### src/rtl/bt656_rx_pkg.sv
package bt656_rx_pkg;
  localparam int unsigned XY_H_BIT = 4;  // 0: start code, 1: end code
  localparam int unsigned XY_F_BIT = 6;  // field flag
  localparam int unsigned PRE_LEN  = 3;  // preamble bytes before the status byte

  typedef enum logic [1:0] {
    PH_CB = 2'd0,
    PH_Y0 = 2'd1,
    PH_CR = 2'd2,
    PH_Y1 = 2'd3
  } phase_e;
endpackage

### src/rtl/bt656_trs_det.sv
module bt656_trs_det
  import bt656_rx_pkg::*;
#(
  parameter int unsigned DATA_W = 8
) (
  input  logic              clk_i,
  input  logic              rst_ni,
  input  logic [DATA_W-1:0] data_i,
  output logic              sav_o,
  output logic              eav_o,
  output logic              fld_o
);
  localparam int unsigned HW = PRE_LEN * DATA_W;

  logic [HW-1:0] hist_q;
  logic [HW-1:0] pre_pat;
  logic          pre_hit;

  // oldest byte at the top: FF then 00 then 00
  assign pre_pat = {{DATA_W{1'b1}}, {(HW - DATA_W){1'b0}}};

  always_ff @(posedge clk_i or negedge rst_ni) begin
    if (!rst_ni) hist_q <= '0;
    else         hist_q <= {hist_q[HW-DATA_W-1:0], data_i};
  end

  assign pre_hit = (hist_q == pre_pat);
  assign sav_o   = pre_hit & ~data_i[XY_H_BIT];
  assign eav_o   = pre_hit &  data_i[XY_H_BIT];
  assign fld_o   = data_i[XY_F_BIT];
endmodule

### src/rtl/bt656_line_gate.sv
module bt656_line_gate
  import bt656_rx_pkg::*;
#(
  parameter int unsigned ACTIVE_BYTES = 1440
) (
  input  logic   clk_i,
  input  logic   rst_ni,
  input  logic   sav_i,
  input  logic   eav_i,
  input  logic   fld_i,
  output logic   take_o,
  output phase_e phase_o,
  output logic   field_o
);
  localparam int unsigned CW = $clog2(ACTIVE_BYTES + 1);
  localparam logic [CW-1:0] LAST = CW'(ACTIVE_BYTES - 1);

  logic          run_q;
  logic [CW-1:0] cnt_q;
  phase_e        ph_q;
  logic          field_q;

  // the status byte of a code is never a sample
  assign take_o  = run_q & ~sav_i & ~eav_i;
  assign phase_o = ph_q;
  assign field_o = field_q;

  always_ff @(posedge clk_i or negedge rst_ni) begin
    if (!rst_ni) begin
      run_q   <= 1'b0;
      cnt_q   <= '0;
      ph_q    <= PH_CB;
      field_q <= 1'b0;
    end else if (sav_i) begin
      run_q   <= 1'b1;
      cnt_q   <= '0;
      ph_q    <= PH_CB;
      field_q <= fld_i;
    end else if (eav_i) begin
      run_q <= 1'b0;
    end else if (take_o) begin
      ph_q  <= phase_e'(ph_q + 2'd1);
      cnt_q <= cnt_q + 1'b1;
      if (cnt_q == LAST) run_q <= 1'b0;
    end
  end
endmodule

### src/rtl/bt656_pack.sv
module bt656_pack
  import bt656_rx_pkg::*;
#(
  parameter int unsigned DATA_W = 8
) (
  input  logic              clk_i,
  input  logic              rst_ni,
  input  logic              take_i,
  input  phase_e            phase_i,
  input  logic [DATA_W-1:0] data_i,
  output logic [DATA_W-1:0] cb_o,
  output logic [DATA_W-1:0] y_o,
  output logic [DATA_W-1:0] cr_o,
  output logic              valid_o
);
  logic [DATA_W-1:0] cb_q, y0_q, cr_q, y1_q;
  logic [1:0]        pend_q;
  logic              grp_done;

  assign grp_done = take_i & (phase_i == PH_Y1);

  always_ff @(posedge clk_i or negedge rst_ni) begin
    if (!rst_ni) begin
      cb_q <= '0;
      y0_q <= '0;
      cr_q <= '0;
    end else if (take_i) begin
      case (phase_i)
        PH_CB:   cb_q <= data_i;
        PH_Y0:   y0_q <= data_i;
        PH_CR:   cr_q <= data_i;
        default: ;
      endcase
    end
  end

  // second luma of a group goes out two cycles after the first pixel
  always_ff @(posedge clk_i or negedge rst_ni) begin
    if (!rst_ni) begin
      pend_q  <= '0;
      y1_q    <= '0;
      cb_o    <= '0;
      y_o     <= '0;
      cr_o    <= '0;
      valid_o <= 1'b0;
    end else begin
      pend_q  <= {pend_q[0], grp_done};
      valid_o <= 1'b0;
      if (grp_done) begin
        cb_o    <= cb_q;
        y_o     <= y0_q;
        cr_o    <= cr_q;
        y1_q    <= data_i;
        valid_o <= 1'b1;
      end else if (pend_q[1]) begin
        y_o     <= y1_q;
        valid_o <= 1'b1;
      end
    end
  end
endmodule

### src/rtl/bt656_rx.sv
module bt656_rx
  import bt656_rx_pkg::*;
#(
  parameter int unsigned DATA_W       = 8,
  parameter int unsigned ACTIVE_BYTES = 1440
) (
  input  logic              clk_i,
  input  logic              rst_ni,
  input  logic [DATA_W-1:0] data_i,
  output logic [DATA_W-1:0] cb_o,
  output logic [DATA_W-1:0] y_o,
  output logic [DATA_W-1:0] cr_o,
  output logic              valid_o,
  output logic              field_o
);
  logic   sav_w, eav_w, fld_w, take_w;
  phase_e phase_w;

  bt656_trs_det #(.DATA_W(DATA_W)) u_det (
    .clk_i  (clk_i),
    .rst_ni (rst_ni),
    .data_i (data_i),
    .sav_o  (sav_w),
    .eav_o  (eav_w),
    .fld_o  (fld_w)
  );

  bt656_line_gate #(.ACTIVE_BYTES(ACTIVE_BYTES)) u_gate (
    .clk_i   (clk_i),
    .rst_ni  (rst_ni),
    .sav_i   (sav_w),
    .eav_i   (eav_w),
    .fld_i   (fld_w),
    .take_o  (take_w),
    .phase_o (phase_w),
    .field_o (field_o)
  );

  bt656_pack #(.DATA_W(DATA_W)) u_pack (
    .clk_i   (clk_i),
    .rst_ni  (rst_ni),
    .take_i  (take_w),
    .phase_i (phase_w),
    .data_i  (data_i),
    .cb_o    (cb_o),
    .y_o     (y_o),
    .cr_o    (cr_o),
    .valid_o (valid_o)
  );
endmodule

### config.mk
export PLATFORM = sky130hd
export DESIGN_NAME = bt656_rx
export DESIGN_NICKNAME = d
export VERILOG_FILES = /design/src/rtl/bt656_rx_pkg.sv /design/src/rtl/bt656_trs_det.sv /design/src/rtl/bt656_line_gate.sv /design/src/rtl/bt656_pack.sv /design/src/rtl/bt656_rx.sv
export SDC_FILE = /design/constraint.sdc
export NUM_CORES = 1
export LEC_CHECK = 0
export ABC_AREA = 1
export CORE_UTILIZATION = 45
export CTS_CLUSTER_SIZE = 24
export DETAILED_ROUTE_END_ITERATION = 16
export GPL_TIMING_DRIVEN = 0
export PLACE_DENSITY = 0.65
export SLEW_MARGIN = 25
export SYNTH_ARGS = -nofsm -noshare
export SYNTH_HDL_FRONTEND = slang
export SYNTH_HIERARCHICAL = 1
export SYNTH_SLANG_ARGS = --single-unit
### constraint.sdc
create_clock -name clk_i -period 2.1 [get_ports clk_i]
set_input_delay 0.525 -clock clk_i [delete_from_list [all_inputs] [get_ports clk_i]]
set_output_delay 0.525 -clock clk_i [all_outputs]
set_load 0.03 [all_outputs]
==> metrics.md, run 1 <==
| Metric | Value |
|---|---|
| Placed Instances | 531 |
| DRC viols | 0 |
| # clock sinks | 98 |
| H-Tree Level Count | 3 |
| Final setup skew | 0.0147 ns |
| Vias in the first global route | 2775 |
| Sequential share of the synthesized area | 64.3% |
| Yosys Warn Count | 6 |
| Clock Power Share | 19.2% |
| Post-Syn Instances | 390 |
| Layout cell share with drive strength beyond 1 | 12.1% |
| Maximum VDD drop | 0.637 mV |
| Largest net degree at the start of global routing | 79 |
| Power density over the cells | 1370 nW/µm² |
| Flop pwr share | 46.5% |
| Worst-path clk slew | 0.11 ns |
| ANT cells | 0 |
| Avg WL per Cell | 14.4 µm |
| CTS tree | built |
| F_max | 496 MHz |
| GPL Wtd Cong | 0.862 |
| Die width | 94.0 µm |
| Total power | 6.26 mW |
| Cell area after layout | 4570 µm² |
| Combinational group share of total power | 34.4% |
| Placement Cell Area | 4320 µm² |
| CP max FO | 10 |
| Max_slew headroom | 75.0% |
| Synthesized area | 3810 µm² |
| Most frequent cells in the layout | nand2_1, dfrtp_1, nand3_1, clkdlybuf4s50_1, nor2_1 |
| DIE AREA | 8840 µm² |
| Max-cap viol count | 0 |
| Netlist cell types | 24 |
| Initial drt markers | 171 |
| P&R area growth vs syn | 19.8% |
| Slew Viols, Final | 0 |
| Internal Pwr Total | 3.86 mW |
| ANT nets after route | 0 |
| Crit Path Class | input pin to flip-flop |
| Via Count | 2802 |
| Buffer depth of the longest clock path | 2 |
| Syn avg cell area | 9.77 µm² |
| GRT overflow | 0 |
| Status | complete, no violations |
| WP data required | 2.34 ns |
| Non-filler instance count after layout | 551 |
| CTS root buf | clkbuf_8 |
| Critical Path AT | 2.26 ns |
| DPL Wire Length | 5390 µm |
| Drt pass-1 iters | 4 |
| RSZ-0062 raised after global routing | true |
| Worst-Margin Slew | 0.375 ns |
| Initial antenna violation count | 0 |
| Post-Synthesis Net Count | 401 |
| Nets | 452 |
| Global Route Usage Sum | 20.0% |
| Commonest non-fill, non-tap cell in the layout | nand2_1 |
| Core area | 8220 µm² |
| Fin. Hold Viols | 0 |
| Lkg Pwr | 2.22 nW |
| Hold Path Class | flip-flop to flip-flop |
| Placement row count | 33 |
| Cts bufs inserted | 9 |
| Vias/cell | 5.09 |
| Crit start category | input pin |
| Final wirelength | 7910 µm |
| Port bufs | 35 |
| Final period demand of the worst path | 2.02 ns |
| Final setup fails | 0 |
| Insertion delay to the later sink of the worst-skew pair | 0.36 ns |
| Synthesized flop and latch total | 98 |
| I/O Pins | 36 |
| Fillcell total | 740 |
| Sw frac | 38.4% |
| Die Ht | 94.0 µm |
| Starting Density | 46.4% |
| Setup crit end kind | flip-flop |
| Period utilization | 96.1% |
| First-pass GRT wire length | 13300 µm |
| Net Switching | 2.40 mW |
-- metrics by stage --
stage               TNS [ns]  hold WS (ns)  util, %  setup WS [ns]
floorplan                  0         0.229        -          0.299
global placement     -314.35         0.334     52.2          -3.06
detailed placement    -16.23         0.344     52.6         -0.375
CTS                        0         0.369     55.1        0.00894
global route          -0.216         0.377     55.6        -0.0409
finish                     0         0.365     55.6         0.0824
-- worst max-delay path, stage by stage --
cell and delay, ns:
clkdlybuf4s50_1 0.52, inv_1 0.16, nor2_4 0.06, inv_2 0.06
nand2_2 0.09, nor2_4 0.20, buf_4 0.22, nand2_2 0.14
buf_6 0.17, nand2_1 0.05, o21ai_1 0.06
-- power by group through the flow --
stage / Sequential, mW / Combinational [mW] / Clock [mW]
final: 2.91 / 2.15 / 1.20
after floorplan: 3.27 / 1.01 / 0
after detailed placement: 2.94 / 2.16 / 0
after global routing: 2.99 / 2.38 / 1.30
after CTS: 2.91 / 2.17 / 1.23
after global placement: 2.92 / 2.10 / 0
-- synth_stat cells (all sizes together) --
library cell	count	area, µm²
a2bb2oi	1	8.76
a21oi	7	35.0
buf	14	106
clkinv	1	3.75
ha	1	12.5
nor3	1	10.0
dfrtp	98	2450
nor2	31	141
nand2	121	462
nand4	8	50.1
nand3	40	218
inv	25	93.8
a22o	1	8.76
xor2	1	8.76
o21ai	40	200
-- layer usage --
metal / track usage, % / routed length (µm)
met3: 2.91 / 324
met5: 0 / 0
met2: 32.2 / 3750
met1: 27.0 / 3660
met4: 8.72 / 168
-- path summary, 6_finish.rpt --
| check | start | end | slack, ns | cells past startpoint |
|---|---|---|---|---|
| min in group asynchronous | rst_ni | u_pack/cr_o[2]$_DFFE_PN0P_ | 0.57 | 2 |
| max reg2reg | u_det/hist_q[12]$_DFF_PN0_ | u_pack/y0_q[3]$_DFFE_PN0P_ | 0.14 | 13 |
| max | data_i[4] | u_pack/y0_q[3]$_DFFE_PN0P_ | 0.08 | 11 |
| min reg2reg | u_pack/pend_q[0]$_DFF_PN0_ | u_pack/pend_q[1]$_DFF_PN0_ | 0.36 | 0 |
| min | u_pack/pend_q[0]$_DFF_PN0_ | u_pack/pend_q[1]$_DFF_PN0_ | 0.36 | 0 |
| max in group asynchronous | rst_ni | u_gate/cnt_q[3]$_DFFE_PN0P_ | 0.90 | 3 |
-- what timing repair did --
item | in CTS | in global routing
setup endpoints to repair | 34 | 49
hold endpoints to repair | 17 | 0
resized for setup | 1 | 4
pin swaps | 0 | 1
hold buffers | 1 | 0
buffers inserted | 0 | 3
-- state kept, by name (all words and copies together), names as in the netlist --
register	cells
u_gate/phase_o	2
u_pack/cb_o	8
u_pack/y_o	8
u_gate/run_q	1
u_pack/cb_q	8
u_pack/y1_q	8
u_pack/pend_q	2
u_det/hist_q	24
u_pack/cr_q	8
u_gate/cnt_q	11
u_pack/valid_o	1
u_pack/cr_o	8
u_pack/y0_q	8
u_gate/field_o	1
-- final cells by class --
cell class / count / area (µm²) / area share [%]
Tap cell: 105 / 131 / 2.88
Inverter: 26 / 97.6 / 2.14
Timing Repair Buffer: 40 / 412 / 9.01
Sequential cell: 98 / 2450 / 53.7
Clock inverter: 6 / 55.1 / 1.21
Multi-Input combinational cell: 252 / 1170 / 25.7
Clock buffer: 10 / 138 / 3.01
Buffer: 14 / 106 / 2.33
-- cells by family (layout without fill, tap and decap cells) --
kind of cell | count (synthesis) | after routing | synth area share, %
AOI/OAI and AO/OA | 49 | 49 | 6.63
xor gates and xnor gates | 1 | 1 | 0.230
adders and majority gates | 1 | 1 | 0.328
buffers and inverters | 40 | 96 | 5.35
DFF | 98 | 98 | 64.3
and+or+nand+nor | 201 | 201 | 23.1
Note: power is estimated with default switching activity, not from simulation.
==> inputs of run 2 (changes only) <==
CTS_CLUSTER_DIAMETER = 30   (was not set)
==> results of run 2 <==
Final layout, timing and power as in run 1 (identical DEF).
